File: src/rtl/imgdec_regfile_pkg.sv
// Package: widths, register offsets and the flag clear rule of the
// decoder control register file. Assumes an 8-flag, 32-bit layout.
package imgdec_regfile_pkg;

    localparam int BUS_W  = 32;
    localparam int HALF_W = 16;
    localparam int FLAG_N = 8;
    localparam int ADR_W  = 4;

    localparam int OFS_FLAGS      = 0;
    localparam int OFS_IRQ_EN     = 1;
    localparam int OFS_IMG_W      = 2;
    localparam int OFS_IMG_H      = 3;
    localparam int OFS_CROP_X0    = 4;
    localparam int OFS_CROP_Y0    = 5;
    localparam int OFS_CROP_X1    = 6;
    localparam int OFS_CROP_Y1    = 7;
    localparam int OFS_SRC_BASE   = 8;
    localparam int OFS_SRC_LEN    = 9;
    localparam int OFS_DST_BASE   = 10;
    localparam int OFS_DST_LIMIT  = 11;
    localparam int OFS_DST_OFFSET = 12;
    localparam int OFS_DST_WIDTH  = 13;
    localparam int OFS_DST_PTR    = 14;

    // Clear command bits, as picked out of the write word.
    typedef struct packed {
        logic grp_a;   // bus bit 8: flags 6..1
        logic grp_b;   // bus bit 7: flag 8 and flags 6..1
        logic one_2;   // bus bit 2: flag 2
        logic one_1;   // bus bit 1: flag 1
    } flag_clr_t;

    // Turn a clear command into a per-flag mask (index i = flag i+1).
    function automatic logic [FLAG_N-1:0] flag_clear_mask(flag_clr_t c);
        logic [FLAG_N-1:0] m;
        m = '0;
        if (c.grp_a) m[5:0] = '1;
        if (c.grp_b) begin
            m[5:0] = '1;
            m[7]   = 1'b1;
        end
        if (c.one_2) m[1] = 1'b1;
        if (c.one_1) m[0] = 1'b1;
        return m;
    endfunction

endpackage

File: src/rtl/imgdec_bus_front.sv
// Bus front: accepts single Wishbone accesses with zero wait states.
// Assumes the master drops its strobe or starts a new access after each
// acknowledge. Read data is registered together with the acknowledge.
module imgdec_bus_front #(
    parameter int BUS_W = 32
) (
    input  logic             clk,
    input  logic             rst_n,
    input  logic             cyc_i,
    input  logic             stb_i,
    input  logic             we_i,
    input  logic [BUS_W-1:0] rd_data_i,
    output logic             req_wr_o,
    output logic             ack_o,
    output logic [BUS_W-1:0] dat_o
);
    logic req;

    // New request when a strobe is seen and no acknowledge is pending.
    always_comb begin
        req      = cyc_i && stb_i && !ack_o;
        req_wr_o = req && we_i;
    end

    // Acknowledge each request one cycle later and capture read data.
    always_ff @(posedge clk) begin
        if (!rst_n) begin
            ack_o <= 1'b0;
            dat_o <= '0;
        end else begin
            ack_o <= req;
            dat_o <= (req && !we_i) ? rd_data_i : '0;
        end
    end
endmodule

File: src/rtl/imgdec_flag_bank.sv
// Event flag bank: datapath set pulses and grouped write-1-to-clear
// commands from the host. A set wins over a clear in the same cycle.
module imgdec_flag_bank
    import imgdec_regfile_pkg::*;
#(
    parameter int FLAG_W = FLAG_N
) (
    input  logic              clk,
    input  logic              rst_n,
    input  logic              clr_we_i,
    input  flag_clr_t         clr_cmd_i,
    input  logic [FLAG_W-1:0] set_i,
    output logic [FLAG_W-1:0] flags_o
);
    logic [FLAG_W-1:0] clr_mask;

    // Expand the command bits into the flags they clear.
    always_comb begin
        clr_mask = clr_we_i ? FLAG_W'(flag_clear_mask(clr_cmd_i)) : '0;
    end

    // Update flags: clear first, then apply the set pulses on top.
    always_ff @(posedge clk) begin
        if (!rst_n) flags_o <= '0;
        else        flags_o <= (flags_o & ~clr_mask) | set_i;
    end
endmodule

File: src/rtl/imgdec_field_reg.sv
// Host-written field: holds FIELD_W bits, and the low ZERO_LSBS bits always
// read as zero. The caller passes in only the bus bits that are stored.
module imgdec_field_reg #(
    parameter int FIELD_W   = 16,
    parameter int ZERO_LSBS = 0,
    localparam int STORE_W  = FIELD_W - ZERO_LSBS
) (
    input  logic               clk,
    input  logic               rst_n,
    input  logic               we_i,
    input  logic [STORE_W-1:0] d_i,
    output logic [FIELD_W-1:0] q_o
);
    logic [STORE_W-1:0] hi_q;

    // Load the stored bits on a host write.
    always_ff @(posedge clk) begin
        if (!rst_n)    hi_q <= '0;
        else if (we_i) hi_q <= d_i;
    end

    generate
        if (ZERO_LSBS > 0) begin : g_aligned
            // Append the forced-zero low bits.
            always_comb q_o = {hi_q, {ZERO_LSBS{1'b0}}};
        end else begin : g_plain
            // Present the stored bits unchanged.
            always_comb q_o = hi_q;
        end
    endgenerate
endmodule

File: src/rtl/imgdec_read_mux.sv
// Read multiplexer: picks the register at the given word offset and
// zero-extends narrow values to the bus width. Unmapped offsets read 0.
module imgdec_read_mux
    import imgdec_regfile_pkg::*;
#(
    parameter int A_W  = ADR_W,
    parameter int D_W  = BUS_W,
    parameter int H_W  = HALF_W,
    parameter int F_W  = FLAG_N
) (
    input  logic [A_W-1:0] adr_i,
    input  logic [F_W-1:0] flags_i,
    input  logic [F_W-1:0] irq_en_i,
    input  logic [H_W-1:0] img_w_i,
    input  logic [H_W-1:0] img_h_i,
    input  logic [H_W-1:0] crop_x0_i,
    input  logic [H_W-1:0] crop_y0_i,
    input  logic [H_W-1:0] crop_x1_i,
    input  logic [H_W-1:0] crop_y1_i,
    input  logic [D_W-1:0] src_base_i,
    input  logic [D_W-1:0] src_len_i,
    input  logic [D_W-1:0] dst_base_i,
    input  logic [D_W-1:0] dst_limit_i,
    input  logic [D_W-1:0] dst_offset_i,
    input  logic [H_W-1:0] dst_width_i,
    input  logic [D_W-1:0] dst_ptr_i,
    output logic [D_W-1:0] rd_o
);
    // Select the addressed register, zero-extended.
    always_comb begin
        rd_o = '0;
        case (adr_i)
            A_W'(OFS_FLAGS):      rd_o = D_W'(flags_i);
            A_W'(OFS_IRQ_EN):     rd_o = D_W'(irq_en_i);
            A_W'(OFS_IMG_W):      rd_o = D_W'(img_w_i);
            A_W'(OFS_IMG_H):      rd_o = D_W'(img_h_i);
            A_W'(OFS_CROP_X0):    rd_o = D_W'(crop_x0_i);
            A_W'(OFS_CROP_Y0):    rd_o = D_W'(crop_y0_i);
            A_W'(OFS_CROP_X1):    rd_o = D_W'(crop_x1_i);
            A_W'(OFS_CROP_Y1):    rd_o = D_W'(crop_y1_i);
            A_W'(OFS_SRC_BASE):   rd_o = src_base_i;
            A_W'(OFS_SRC_LEN):    rd_o = src_len_i;
            A_W'(OFS_DST_BASE):   rd_o = dst_base_i;
            A_W'(OFS_DST_LIMIT):  rd_o = dst_limit_i;
            A_W'(OFS_DST_OFFSET): rd_o = dst_offset_i;
            A_W'(OFS_DST_WIDTH):  rd_o = D_W'(dst_width_i);
            A_W'(OFS_DST_PTR):    rd_o = dst_ptr_i;
            default:              rd_o = '0;
        endcase
    end
endmodule

File: src/rtl/imgdec_regfile.sv
// Decoder control register file (top). Decodes Wishbone writes into the
// shaped configuration fields, holds the event flags and drives the
// interrupt. Assumes a 32-bit bus, 16-bit coordinates and eight flags.
module imgdec_regfile
    import imgdec_regfile_pkg::*;
#(
    parameter int A_W = ADR_W,
    parameter int D_W = BUS_W,
    parameter int H_W = HALF_W,
    parameter int F_W = FLAG_N
) (
    input  logic           clk,
    input  logic           rst_n,
    input  logic           wb_cyc_i,
    input  logic           wb_stb_i,
    input  logic           wb_we_i,
    input  logic [A_W-1:0] wb_adr_i,
    input  logic [D_W-1:0] wb_dat_i,
    output logic [D_W-1:0] wb_dat_o,
    output logic           wb_ack_o,
    input  logic [F_W-1:0] flag_set_i,
    input  logic [H_W-1:0] img_w_i,
    input  logic [H_W-1:0] img_h_i,
    input  logic [D_W-1:0] dst_ptr_i,
    output logic [H_W-1:0] crop_x0_o,
    output logic [H_W-1:0] crop_y0_o,
    output logic [H_W-1:0] crop_x1_o,
    output logic [H_W-1:0] crop_y1_o,
    output logic [D_W-1:0] src_base_o,
    output logic [D_W-1:0] src_len_o,
    output logic [D_W-1:0] dst_base_o,
    output logic [D_W-1:0] dst_limit_o,
    output logic [D_W-1:0] dst_offset_o,
    output logic [H_W-1:0] dst_width_o,
    output logic           irq_o
);
    logic           req_wr;
    logic [D_W-1:0] rd_data;
    logic [F_W-1:0] flags_q;
    logic [F_W-1:0] irq_en_q;
    flag_clr_t      clr_cmd;
    logic           we_flags, we_irq_en, we_cx0, we_cy0, we_cx1, we_cy1;
    logic           we_sbase, we_slen, we_dbase, we_dlim, we_doff, we_dwid;

    imgdec_bus_front #(.BUS_W(D_W)) u_front (
        .clk       (clk),
        .rst_n     (rst_n),
        .cyc_i     (wb_cyc_i),
        .stb_i     (wb_stb_i),
        .we_i      (wb_we_i),
        .rd_data_i (rd_data),
        .req_wr_o  (req_wr),
        .ack_o     (wb_ack_o),
        .dat_o     (wb_dat_o)
    );

    // Per-register write enables from the accepted write and its offset.
    always_comb begin
        we_flags  = req_wr && (wb_adr_i == A_W'(OFS_FLAGS));
        we_irq_en = req_wr && (wb_adr_i == A_W'(OFS_IRQ_EN));
        we_cx0    = req_wr && (wb_adr_i == A_W'(OFS_CROP_X0));
        we_cy0    = req_wr && (wb_adr_i == A_W'(OFS_CROP_Y0));
        we_cx1    = req_wr && (wb_adr_i == A_W'(OFS_CROP_X1));
        we_cy1    = req_wr && (wb_adr_i == A_W'(OFS_CROP_Y1));
        we_sbase  = req_wr && (wb_adr_i == A_W'(OFS_SRC_BASE));
        we_slen   = req_wr && (wb_adr_i == A_W'(OFS_SRC_LEN));
        we_dbase  = req_wr && (wb_adr_i == A_W'(OFS_DST_BASE));
        we_dlim   = req_wr && (wb_adr_i == A_W'(OFS_DST_LIMIT));
        we_doff   = req_wr && (wb_adr_i == A_W'(OFS_DST_OFFSET));
        we_dwid   = req_wr && (wb_adr_i == A_W'(OFS_DST_WIDTH));
    end

    // Pick the clear command bits out of the write word.
    always_comb begin
        clr_cmd.grp_a = wb_dat_i[8];
        clr_cmd.grp_b = wb_dat_i[7];
        clr_cmd.one_2 = wb_dat_i[2];
        clr_cmd.one_1 = wb_dat_i[1];
    end

    imgdec_flag_bank #(.FLAG_W(F_W)) u_flags (
        .clk       (clk),
        .rst_n     (rst_n),
        .clr_we_i  (we_flags),
        .clr_cmd_i (clr_cmd),
        .set_i     (flag_set_i),
        .flags_o   (flags_q)
    );

    // Interrupt enables: bus bits F_W..1 line up with flags F_W..1.
    imgdec_field_reg #(.FIELD_W(F_W), .ZERO_LSBS(0)) u_irq_en (
        .clk(clk), .rst_n(rst_n), .we_i(we_irq_en),
        .d_i(wb_dat_i[F_W:1]), .q_o(irq_en_q)
    );

    // Even-only X coordinates and line width.
    imgdec_field_reg #(.FIELD_W(H_W), .ZERO_LSBS(1)) u_cx0 (
        .clk(clk), .rst_n(rst_n), .we_i(we_cx0),
        .d_i(wb_dat_i[H_W-1:1]), .q_o(crop_x0_o)
    );
    imgdec_field_reg #(.FIELD_W(H_W), .ZERO_LSBS(1)) u_cx1 (
        .clk(clk), .rst_n(rst_n), .we_i(we_cx1),
        .d_i(wb_dat_i[H_W-1:1]), .q_o(crop_x1_o)
    );
    imgdec_field_reg #(.FIELD_W(H_W), .ZERO_LSBS(1)) u_dwid (
        .clk(clk), .rst_n(rst_n), .we_i(we_dwid),
        .d_i(wb_dat_i[H_W-1:1]), .q_o(dst_width_o)
    );

    // Unshaped Y coordinates.
    imgdec_field_reg #(.FIELD_W(H_W), .ZERO_LSBS(0)) u_cy0 (
        .clk(clk), .rst_n(rst_n), .we_i(we_cy0),
        .d_i(wb_dat_i[H_W-1:0]), .q_o(crop_y0_o)
    );
    imgdec_field_reg #(.FIELD_W(H_W), .ZERO_LSBS(0)) u_cy1 (
        .clk(clk), .rst_n(rst_n), .we_i(we_cy1),
        .d_i(wb_dat_i[H_W-1:0]), .q_o(crop_y1_o)
    );

    // Full-width source address and length.
    imgdec_field_reg #(.FIELD_W(D_W), .ZERO_LSBS(0)) u_sbase (
        .clk(clk), .rst_n(rst_n), .we_i(we_sbase),
        .d_i(wb_dat_i), .q_o(src_base_o)
    );
    imgdec_field_reg #(.FIELD_W(D_W), .ZERO_LSBS(0)) u_slen (
        .clk(clk), .rst_n(rst_n), .we_i(we_slen),
        .d_i(wb_dat_i), .q_o(src_len_o)
    );

    // Word-aligned output buffer addresses.
    imgdec_field_reg #(.FIELD_W(D_W), .ZERO_LSBS(2)) u_dbase (
        .clk(clk), .rst_n(rst_n), .we_i(we_dbase),
        .d_i(wb_dat_i[D_W-1:2]), .q_o(dst_base_o)
    );
    imgdec_field_reg #(.FIELD_W(D_W), .ZERO_LSBS(2)) u_dlim (
        .clk(clk), .rst_n(rst_n), .we_i(we_dlim),
        .d_i(wb_dat_i[D_W-1:2]), .q_o(dst_limit_o)
    );
    imgdec_field_reg #(.FIELD_W(D_W), .ZERO_LSBS(2)) u_doff (
        .clk(clk), .rst_n(rst_n), .we_i(we_doff),
        .d_i(wb_dat_i[D_W-1:2]), .q_o(dst_offset_o)
    );

    imgdec_read_mux #(.A_W(A_W), .D_W(D_W), .H_W(H_W), .F_W(F_W)) u_rmux (
        .adr_i        (wb_adr_i),
        .flags_i      (flags_q),
        .irq_en_i     (irq_en_q),
        .img_w_i      (img_w_i),
        .img_h_i      (img_h_i),
        .crop_x0_i    (crop_x0_o),
        .crop_y0_i    (crop_y0_o),
        .crop_x1_i    (crop_x1_o),
        .crop_y1_i    (crop_y1_o),
        .src_base_i   (src_base_o),
        .src_len_i    (src_len_o),
        .dst_base_i   (dst_base_o),
        .dst_limit_i  (dst_limit_o),
        .dst_offset_i (dst_offset_o),
        .dst_width_i  (dst_width_o),
        .dst_ptr_i    (dst_ptr_i),
        .rd_o         (rd_data)
    );

    // Interrupt while any enabled flag is set.
    always_comb irq_o = |(flags_q & irq_en_q);

endmodule

File: config.mk
export PLATFORM = sky130hd
export DESIGN_NAME = imgdec_regfile
export DESIGN_NICKNAME = d
export VERILOG_FILES = /design/src/rtl/imgdec_regfile_pkg.sv /design/src/rtl/imgdec_bus_front.sv /design/src/rtl/imgdec_flag_bank.sv /design/src/rtl/imgdec_field_reg.sv /design/src/rtl/imgdec_read_mux.sv /design/src/rtl/imgdec_regfile.sv
export SDC_FILE = /design/constraint.sdc
export NUM_CORES = 1
export LEC_CHECK = 0
export ABC_AREA = 1
export CAP_MARGIN = 20
export CORE_MARGIN = 2
export CORE_UTILIZATION = 40
export DETAILED_ROUTE_END_ITERATION = 8
export DONT_BUFFER_PORTS = 1
export GPL_ROUTABILITY_DRIVEN = 0
export SLEW_MARGIN = 20
export SYNTH_ARGS = -nofsm -noshare
export SYNTH_HDL_FRONTEND = slang
export SYNTH_SLANG_ARGS = --single-unit
File: constraint.sdc
create_clock -name clk -period 3.8 [get_ports clk]
set_input_delay 0 -clock clk [delete_from_list [all_inputs] [get_ports clk]]
set_output_delay 0 -clock clk [all_outputs]
set_load 0.05 [all_outputs]
== Word level (Yosys, flattened, before mapping) ==
Index checks and enable logic that the tools add are counted.
Widths: inputs -> output; s select.

* Flip-flop bits (word level): 280
* Input bits: 113

* Eq/ne operators: 14
* Mux-type cells: 7
* Bitwise logic cells: 4
* Reductions and logical operators: 21

{| class="wikitable"
|+ Operators by type and width
! cell !! number
|-
| $pmux 32 s15 || 1
|-
| $eq 4x4->1 const B || 7
|-
| $and 8x8->8 || 2
|-
| $eq 4x3->1 const B || 4
|-
| $logic_and 1x1->1 || 16
|-
| $mux 6 || 2
|-
| $eq 4x2->1 const B || 2
|-
| $mux 8 || 1
|-
| $not 8->8 || 1
|-
| $or 8x8->8 || 1
|-
| $reduce_or 8->1 || 1
|-
| $eq 4x1->1 const B || 1
|-
| $logic_not 4->1 || 1
|-
| $mux 1 || 3
|-
| $logic_not 1->1 || 2
|-
| $reduce_and 2->1 || 1
|}

== Longest topological paths before layout ==
Gate-level depths: netlist (run 1).

* Word-level depth: 8
* Gate-level depth with buffers: 10
* Depth with buffers taken out: 9

== By module ==
From an unflattened synthesis (run 1), not the netlist that was laid out.

* Cell total of the unflattened synthesis: 2389
* Area total of the unflattened synthesis: 14704.1 um^2

{| class="wikitable"
|+ Modules (own cells, without submodules)
! module !! times used !! cells an instance !! area an instance (um^2) !! seq. area each (um^2)
|-
| imgdec_field_reg (u_dbase ...) || 3 || 193 || 1323.8 || 600.6
|-
| imgdec_read_mux || 1 || 680 || 2895.3 || 0.0
|-
| imgdec_field_reg (u_sbase ...) || 2 || 202 || 1335.0 || 640.6
|-
| imgdec_field_reg (u_cx0 ...) || 3 || 96 || 644.4 || 300.3
|-
| imgdec_field_reg (u_cy0 ...) || 2 || 101 || 674.4 || 320.3
|-
| imgdec_bus_front || 1 || 108 || 1071.0 || 660.6
|-
| imgdec_field_reg (u_irq_en) || 1 || 51 || 356.6 || 160.2
|-
| imgdec_flag_bank || 1 || 37 || 285.3 || 160.2
|-
| imgdec_regfile || 1 || 40 || 172.7 || 0.0
|}

== Least setup slack after synthesis (run 1) ==
No wires, ideal clock.

* Path kind: register to register
* From: register u_front.ack_o
* To: register u_cy1.hi_q[10] (netlist: u_cy1.q_o[10])
* Library setup time: 116 ps
* Arrival: 1710 ps
* Data required time: 3684 ps
* Slack: 1974 ps
* Cell stages (with the launch flop): 9
* Buffers on the path: 1
* Clock period less this slack: 1826 ps
* Path through: dfxtp_1 > inv_1 > nand4_2 > inv_1 > nand2_1 > clkinv_1 > buf_2 > nor2_1 > nor2_1

* Longest elaborated chain between the ends: 4

{| class="wikitable"
|+ RTL lines
! item !! RTL line !! source
|-
| from (decl) || imgdec_bus_front.sv:14 || <nowiki>output logic ack_o,</nowiki>
|-
| from (signal assigned) || imgdec_bus_front.sv:31 || <nowiki>ack_o <= req;</nowiki>
|-
| $logic_not 1->1 || imgdec_bus_front.sv:21 || <nowiki>req = cyc_i && stb_i && !ack_o;</nowiki>
|-
| $logic_and 1x1->1 || imgdec_bus_front.sv:21 ||
|-
| $logic_and 1x1->1 || imgdec_bus_front.sv:22 || <nowiki>req_wr_o = req && we_i;</nowiki>
|-
| $logic_and 1x1->1 || imgdec_regfile.sv:64 || <nowiki>we_cy1 = req_wr && (wb_adr_i == A_W'(OFS_CROP_Y1));</nowiki>
|-
| to (signal assigned) || imgdec_field_reg.sv:19 || <nowiki>else if (we_i) hi_q <= d_i;</nowiki>
|-
| to (decl) || imgdec_field_reg.sv:14 || <nowiki>logic [STORE_W-1:0] hi_q;</nowiki>
|}

No other way between the ends.
A chain may end at the register's enable or synchronous reset.

== Worst setup path in the final report (run 1) ==
* From: input port wb_adr_i[0]
* To: register u_front.dat_o[0]

* Longest elaborated chain between the ends: 2
* Elaborated cells on any way between the ends: 16
* Those cells by class: eq/ne (14); mux (1); reduce/logical (1)

{| class="wikitable"
|+ RTL lines
! item !! RTL line !! source
|-
| from (decl) || imgdec_regfile.sv:17 || <nowiki>input logic [A_W-1:0] wb_adr_i,</nowiki>
|-
| $eq 4x4->1, or another cell as far along || imgdec_read_mux.sv:32 || <nowiki>case (adr_i)</nowiki>
|-
| $pmux 32 s15 * || imgdec_read_mux.sv:32 ||
|-
| to (signal assigned) || imgdec_bus_front.sv:32 || <nowiki>dat_o <= (req && !we_i) ? rd_data_i : '0;</nowiki>
|-
| to (decl) || imgdec_bus_front.sv:15 || <nowiki>output logic [BUS_W-1:0] dat_o</nowiki>
|}

Mark *: on every way between the ends. The rest lies on a longest branch, timed or not.

==> results of run 1 <==
-- cells by family (layout without fill, tap and decap cells) --
group	Yosys count	count (layout)
AO/OA/AOI/OAI	296	296
buffers and inverters	187	246
flip-flops	280	280
other	1	10
AND/OR/NAND/NOR	1043	1043
-- cell usage in the layout, fill, tap and decap left out --
master / n
sky130_fd_sc_hd__nand3b_1: 1
sky130_fd_sc_hd__nor2_2: 6
sky130_fd_sc_hd__clkinv_2: 2
sky130_fd_sc_hd__clkbuf_16: 31
sky130_fd_sc_hd__inv_2: 9
sky130_fd_sc_hd__a21oi_1: 46
sky130_fd_sc_hd__nand4_2: 1
sky130_fd_sc_hd__nor3_1: 1
sky130_fd_sc_hd__clkinvlp_4: 1
sky130_fd_sc_hd__nor3b_1: 1
sky130_fd_sc_hd__clkbuf_8: 6
sky130_fd_sc_hd__buf_4: 17
sky130_fd_sc_hd__nor3_2: 1
sky130_fd_sc_hd__nor2_4: 9
sky130_fd_sc_hd__o21ai_0: 244
sky130_fd_sc_hd__diode_2: 1
sky130_fd_sc_hd__dfxtp_1: 280
sky130_fd_sc_hd__dlygate4sd3_1: 120
sky130_fd_sc_hd__clkinv_4: 1
sky130_fd_sc_hd__nand2_1: 295
sky130_fd_sc_hd__nor2_1: 548
sky130_fd_sc_hd__conb_1: 9
sky130_fd_sc_hd__buf_16: 1
sky130_fd_sc_hd__inv_1: 44
sky130_fd_sc_hd__clkbuf_1: 9
sky130_fd_sc_hd__a221oi_1: 2
sky130_fd_sc_hd__nand3_1: 180
sky130_fd_sc_hd__o21ai_1: 4
sky130_fd_sc_hd__bufinv_16: 1
sky130_fd_sc_hd__clkinv_1: 4
-- timing repair --
item / in CTS / in global routing
hold buffers: 121 / 0
gates resized for setup: 0 / 0
endpoints found under the hold margin: 280 / 0
-- area by class of cell --
type,instances,area [µm²]
clock inverter,5,56.30
tap,390,488.0
clock buffer,46,892.1
fill,2977,15330
inverter,57,214.0
antenna,1,2.502
timing repair buffer,138,1356
multi-input combinational,1348,5769
sequential,280,5605
-- state kept, by name, indices dropped and copies added (netlist names) --
name / flops
u_sbase.q_o: 32
u_dwid.hi_q: 15
u_dlim.hi_q: 30
u_doff.hi_q: 30
u_front.dat_o: 32
u_front.ack_o: 1
u_flags.flags_o: 8
u_irq_en.q_o: 8
u_dbase.hi_q: 30
u_cy0.q_o: 16
u_cx0.hi_q: 15
u_slen.q_o: 32
u_cx1.hi_q: 15
u_cy1.q_o: 16
-- metrics by stage --
stage	setup WS, ns	instance area, µm²	hold WS (ns)
global route	0.5865	14380	0.01861
finish	0.7750	14380	0.01757
floorplan	1.974	12110	0.1158
global placement	1.145	12200	0.1216
CTS	0.8736	14380	0.007683
detailed placement	0.9764	12200	0.1329
-- routing by layer --
| metal | up-vias | share of wire (%) | track usage [%] |
|---|---|---|---|
| met2 | 733 | 45 | 48.90 |
| met1 | 5938 | 40 | 39.90 |
| met4 | 2 | 4.4 | 13.01 |
| li1 | 5870 | - | - |
| met3 | 148 | 11 | 9.983 |
| met5 | - | 0.025 | 0 |
-- final timing paths --
kind | start | slack, ns | end | cells after the start
setup / recovery | wb_adr_i[0] | 0.77 | u_front.dat_o[0] | 11
hold / removal | rst_n | 0.02 | u_cx1.hi_q[4] | 3
hold reg to reg | u_flags.flags_o[7] | 0.53 | u_flags.flags_o[7] | 2
setup reg to reg | u_dwid.hi_q[4] | 0.88 | u_front.dat_o[5] | 9
-- report_power, final --
group          switching [mW]  leakage (nW)  total [mW]  internal, mW
clock                    1.23         0.462        2.90          1.67
sequential             0.0939          2.26        3.05          2.96
combinational           0.293          3.42       0.430         0.137
-- worst reg2reg max path, cell delays in order (launching register included) --
cell,delay [ns]
sky130_fd_sc_hd__dfxtp_1,0.66
sky130_fd_sc_hd__nand3_1,0.22
sky130_fd_sc_hd__nand2_1,0.11
sky130_fd_sc_hd__nor2_1,0.05
sky130_fd_sc_hd__dlygate4sd3_1,0.54
sky130_fd_sc_hd__nand2_1,0.06
sky130_fd_sc_hd__dlygate4sd3_1,0.54
sky130_fd_sc_hd__nor2_1,0.04
sky130_fd_sc_hd__dlygate4sd3_1,0.55
sky130_fd_sc_hd__nor2_1,0.08
==> results_dict.tcl, run 1 <==
set metrics [dict create \
    coreArea_um2 29720 \
    hold_path_class "input port to flop" \
    clock-sinks 280 \
    rows 63 \
    postSynthAreaPerCell_um2 6.685 \
    timing_worst_setup_path_type "input port to flop" \
    synth_seq_area_share_pct 46.40 \
    post-cts-setup-buffers 0 \
    grt_pass1_wl_um 75070 \
    synth-async-reset-ratio_pct 0 \
    dr.pass1.iters 6 \
    drv_cap 0 \
    synth-simple-area-share_pct 34.78 \
    crit_top_cell "sky130_fd_sc_hd__dlygate4sd3_1" \
    cts_inserted_buffers 31 \
    finClkSkew_ns 0.03055 \
    clock_tree_from_tritoncts "done" \
    overflow 0 \
    yosysUniqueCellTypes 24 \
    layout.nets 1969 \
    power.density_cell_area_nw_per_um2 443.9 \
    timing.final.max_slew_violations 0 \
    mappedNetlistArea_um2 12080 \
    die_w_um 177.8 \
    floorplan.die_area_um2 31610 \
    setup_viol_count_final 0 \
    stdcell_count 2265 \
    initialDrtViolationCount 1408 \
    wl_per_cell_um 22.73 \
    antenna_left 0 \
    finalCoreUtilization_pct 48.40 \
    tns_ns 0 \
    post_synth_inst_count 1807 \
    synth-compound-area-share_pct 12.33 \
    crit_path_max_delay_family "buffers and inverters" \
    clkSlewWorstSetupHoldPaths_ns 0.06 \
    time_the_final_worst_path_needs_with_i_o_delays_and_setup_ns 3.025 \
    transition_time_at_the_pin_with_the_least_slew_margin_ns 1.129 \
    vias_per_instance 5.603 \
    placement.io_buffers 0 \
    worst-path-max-fanout 5 \
    root_buffer "sky130_fd_sc_hd__clkbuf_16" \
    grtUsageTotal_pct 31.35 \
    netlist.top_cell.by_area "sky130_fd_sc_hd__dfxtp_1" \
    outcome "complete, no violations" \
    warning_count_from_the_yosys_run 0 \
    chipHeight_um 177.8 \
    path_cells "dlygate4sd3_1 -> inv_1 -> nand2_1 -> nor2_1 -> nand2_1 -> nand3_1 -> dlygate4sd3_1 -> nor2_1 -> dlygate4sd3_1 -> a21oi_1 -> dlygate4sd3_1" \
    synth_top_flop_cell "sky130_fd_sc_hd__dfxtp_1" \
    via_count_of_the_first_global_routing_pass 11660 \
    drcViolationCount 0 \
    synth.ff_latch_count 280 \
    dp_cells 2092 \
    crit_arrival_ns 3.54 \
    worst_setup_path_end_kind "flop" \
    antenna_found_initial 3 \
    synth-edff-count 0 \
    largest_net_degree_at_the_start_of_global_routing 239 \
    synthXorXnorAreaFrac_pct 0 \
    maxSlewHeadroom_pct 24.56 \
    startpoint_types "input port" \
    share_of_final_layout_standard_cells_stronger_than_drive_strength_1_pct 4.589 \
    power.total_mw 6.385 \
    yosys-top-cells-count "554 x sky130_fd_sc_hd__nor2_1, 295 x sky130_fd_sc_hd__nand2_1, 280 x sky130_fd_sc_hd__dfxtp_1" \
    effective_utilization_at_floorplan_pct 40.65 \
    ys_top_cells_by_area "sky130_fd_sc_hd__dfxtp_1 46%, sky130_fd_sc_hd__nor2_1 17%, sky130_fd_sc_hd__o21ai_0 10%" \
    routed_wirelength_um 51480 \
    synthMostInstantiatedCell "sky130_fd_sc_hd__nor2_1" \
    p_leak_nw 6.141 \
    hpwlAfterDp_um 33290 \
    irDropWorstVdd_v 0.0003009 \
    clkLatencyLatePin_ns 0.57 \
    layout_worst_path_cycle_share_pct 79.61 \
    clk_path_buf_depth 3 \
    synth_fa_ha_area_share_pct 0 \
    fmax_mhz 330.6 \
    post-synth-top-area-fraction_pct 46.40 \
    final_hold_vios 0 \
    rsz0062_at_grt "no" \
    dr_total_vias 12690 \
    cts.htree.levels 1 \
    synth_mux_area_share_pct 0 \
    worst_path_max_delay_cell "sky130_fd_sc_hd__dlygate4sd3_1" \
    io_pins 387 \
    cp.buffers_inverters 5 \
    areaGrowthSynthToFinish_pct 19.07 \
    synth_top_family_by_area "simple AND/OR/NAND/NOR gates" \
    critical_path.max_stage_delay_ns 0.58 \
    critical_path_required_ns 4.32 \
]
(Power assumes the default switching activity.)
==> inputs of run 2 (changes only) <==
- ABC_AREA: 1 -> 0
- clock period: 3.8 -> 3.1 ns (I/O delays scaled with it)
==> results_dict.tcl, run 2 <==
set metrics [dict create \
    rows 66 \
    met2_length_um 25040 \
    share_of_final_layout_standard_cells_stronger_than_drive_strength_1_pct 8.568 \
    antenna_found_initial 6 \
    layout.cells.most_common "sky130_fd_sc_hd__nand2_1" \
    clkSlewWorstSetupHoldPaths_ns 0.06 \
    ys_top_cells_by_area "sky130_fd_sc_hd__dfxtp_1 43%, sky130_fd_sc_hd__nand2_1 13%, sky130_fd_sc_hd__a21boi_0 11%" \
    worst_setup_path_end_kind "flop" \
    synthXorXnorAreaFrac_pct 0 \
    antenna_left 0 \
    setup_viol_count_final 0 \
    synth-async-reset-ratio_pct 0 \
    worstRegToRegCells 5 \
    post-cts-setup-buffers 0 \
    synthMostInstantiatedCell "sky130_fd_sc_hd__nand2_1" \
    overflow 0 \
    synth-simple-area-share_pct 20.26 \
    hold_path_class "input port to flop" \
    hpwlAfterDp_um 37850 \
    synth_top_family_by_area "compound AO/OA/AOI/OAI gates" \
    final_hold_vios 0 \
    clkLatencyLatePin_ns 0.56 \
    reg2reg_slack_ns 0.25 \
    via_count_of_the_first_global_routing_pass 11570 \
    wl_per_cell_um 28.54 \
    synth_fa_ha_area_share_pct 0 \
    fmax_mhz 328.9 \
    power.density_cell_area_nw_per_um2 520.6 \
    place_area_um2 13140 \
    power.share.clock_pct 46.9 \
    grtUsageTotal_pct 32.89 \
    clock-sinks 280 \
    vias_per_instance 6.042 \
    clk_path_buf_depth 3 \
    synth-compound-area-share_pct 23.24 \
    crit_arrival_ns 3.54 \
    post-synth-top-area-fraction_pct 42.97 \
    dr_total_vias 12380 \
    timing_worst_setup_path_type "input port to flop" \
    p_leak_nw 5.162 \
    regToRegStartpoint "u_front.ack_o" \
    maxSlewHeadroom_pct 29.27 \
    internal-power_mw 6.110 \
    netlist.top_cell.by_area "sky130_fd_sc_hd__dfxtp_1" \
    finish.instance_area_um2 15510 \
    synth_mux_area_share_pct 7.068 \
    wirelength_met1_um 23190 \
    coreArea_um2 32290 \
    total_switching_power_mw 1.964 \
    worst_r2r_endpoint "u_front.dat_o[23]" \
    drcViolationCount 0 \
    mappedNetlistArea_um2 13050 \
    post_synth_inst_count 1525 \
    rsz0062_at_grt "no" \
    clock_tree_from_tritoncts "done" \
    crit_path_start "wb_adr_i[3]" \
    outcome "complete, no violations" \
    power.sequential.fraction_pct 45.8 \
    yosysUniqueCellTypes 68 \
    grt_pass1_wl_um 82100 \
    routed.top_layer "met4" \
    cts_inserted_buffers 31 \
    root_buffer "sky130_fd_sc_hd__clkbuf_16" \
    power.switching_fraction_pct 24.33 \
    io_pins 387 \
    chipHeight_um 184.6 \
    power.total_mw 8.074 \
    irDropWorstVdd_v 0.0003779 \
    cp-endpoint "u_front.dat_o[0]" \
    cts.htree.levels 1 \
    layout.nets 1690 \
    placement.io_buffers 0 \
    synth-edff-count 0 \
    met3_wirelength_um 7716 \
    drv_cap 0 \
    synth.ff_latch_count 280 \
    synth_top_flop_cell "sky130_fd_sc_hd__dfxtp_1" \
    effective_utilization_at_floorplan_pct 40.41 \
    finalCoreUtilization_pct 48.03 \
    routed_wirelength_um 58480 \
    finClkSkew_ns 0.01366 \
    largest_net_degree_at_the_start_of_global_routing 244 \
    areaGrowthSynthToFinish_pct 18.86 \
    combinationalPowerShare_pct 7.3 \
    critical_path_required_ns 3.60 \
    warning_count_from_the_yosys_run 0 \
    die_w_um 184.6 \
    timing.final.max_slew_violations 0 \
    transition_time_at_the_pin_with_the_least_slew_margin_ns 1.057 \
    yosys-top-cells-count "459 x sky130_fd_sc_hd__nand2_1, 280 x sky130_fd_sc_hd__dfxtp_1, 197 x sky130_fd_sc_hd__a21boi_0" \
    worst-path-max-fanout 37 \
    layout_worst_path_cycle_share_pct 98.07 \
    floorplan.die_area_um2 34080 \
    dr.pass1.iters 6 \
    postSynthAreaPerCell_um2 8.555 \
    time_the_final_worst_path_needs_with_i_o_delays_and_setup_ns 3.040 \
    startpoint_types "input port" \
    tns_ns 0 \
    initialDrtViolationCount 1532 \
    mostFrequentLayoutCells "459 x sky130_fd_sc_hd__nand2_1, 280 x sky130_fd_sc_hd__dfxtp_1, 197 x sky130_fd_sc_hd__a21boi_0, 121 x sky130_fd_sc_hd__dlygate4sd3_1, 55 x sky130_fd_sc_hd__mux2i_1" \
    synth_seq_area_share_pct 42.97 \
]
run 2: changes by cell type after synthesis, sizes merged, moves of 29 or more:
cell / delta
mux2: +29
nand3: -157
nand2: +164
a21boi: +216
nor2b: +39
nor2: -551
mux2i: +55
o21ai: -240
a22oi: +33
buf: +45
inv: -49
run 2: repair_timing:
action	CTS	global route
resized for setup	0	1
endpoints found under the hold margin	280	1
setup endpoints to repair	0	1
hold buffers	124	1
run 2: layer usage:
layer,up-vias,GRT usage (%)
met3,149,10.77
met5,-,0
met1,6017,43.54
met4,0,13.44
met2,845,49.16
li1,5370,-
run 2: power groups by stage:
stage | registers (mW) | clock network, mW | logic, mW
finish | 3.70 | 3.79 | 0.591
global route | 3.70 | 3.97 | 0.609
CTS | 3.69 | 3.80 | 0.570
detailed placement | 3.77 | 0 | 0.312
global placement | 3.77 | 0 | 0.308
floorplan | 3.76 | 0 | 0.349
run 2: through the flow:
stage | setup slack, ns | hold slack (ns) | cells
floorplan | 1.290 | 0.1064 | 1533
global placement | 0.7951 | 0.1133 | 1861
detailed placement | 0.7528 | 0.1151 | 1861
CTS | 0.04397 | 0.007819 | 2040
global route | 0.02216 | 0.01096 | 2046
finish | 0.05979 | 0.04133 | 2049
run 2: critical path, stage by stage:
cell and delay [ns]:
sky130_fd_sc_hd__dlygate4sd3_1 0.69, sky130_fd_sc_hd__buf_12 0.26, sky130_fd_sc_hd__nor2_4 0.24, sky130_fd_sc_hd__dlygate4sd3_1 0.67, sky130_fd_sc_hd__nand2_1 0.14, sky130_fd_sc_hd__a21o_1 0.18, sky130_fd_sc_hd__dlygate4sd3_1 0.56, sky130_fd_sc_hd__a21oi_1 0.18
sky130_fd_sc_hd__dlygate4sd3_1 0.60
run 2: cells by family (layout without fill, tap and decap cells):
| family | after synthesis | after routing |
|---|---|---|
| multiplexers | 86 | 86 |
| buffers and inverters | 156 | 222 |
| other | 1 | 17 |
| AO/OA/AOI/OAI | 401 | 401 |
| AND/OR/NAND/NOR | 601 | 601 |
| flip-flops | 280 | 280 |
run 2: worst min-delay path by stage:
| stage | from | endpoint | cells past startpoint |
|---|---|---|---|
| floorplan | flag_set_i[0] | u_flags.flags_o[0] | 2 |
| global placement | flag_set_i[6] | u_flags.flags_o[6] | 1 |
| detailed placement | flag_set_i[6] | u_flags.flags_o[6] | 1 |
| CTS | wb_adr_i[0] | u_front.dat_o[9] | 3 |
| global route | wb_adr_i[1] | u_front.dat_o[18] | 3 |
| finish | rst_n | u_slen.q_o[31] | 2 |
run 2: area by class of cell:
| cell class | instances | area, µm² |
|---|---|---|
| Clock inverter | 5 | 82.58 |
| Sequential cell | 280 | 5605 |
| Inverter | 4 | 15.01 |
| Fill cell | 3054 | 16780 |
| Antenna cell | 8 | 20.02 |
| Clock buffer | 50 | 957.2 |
| Timing Repair Buffer | 163 | 1617 |
| Multi-Input combinational cell | 1097 | 6658 |
| Tap cell | 442 | 553.0 |
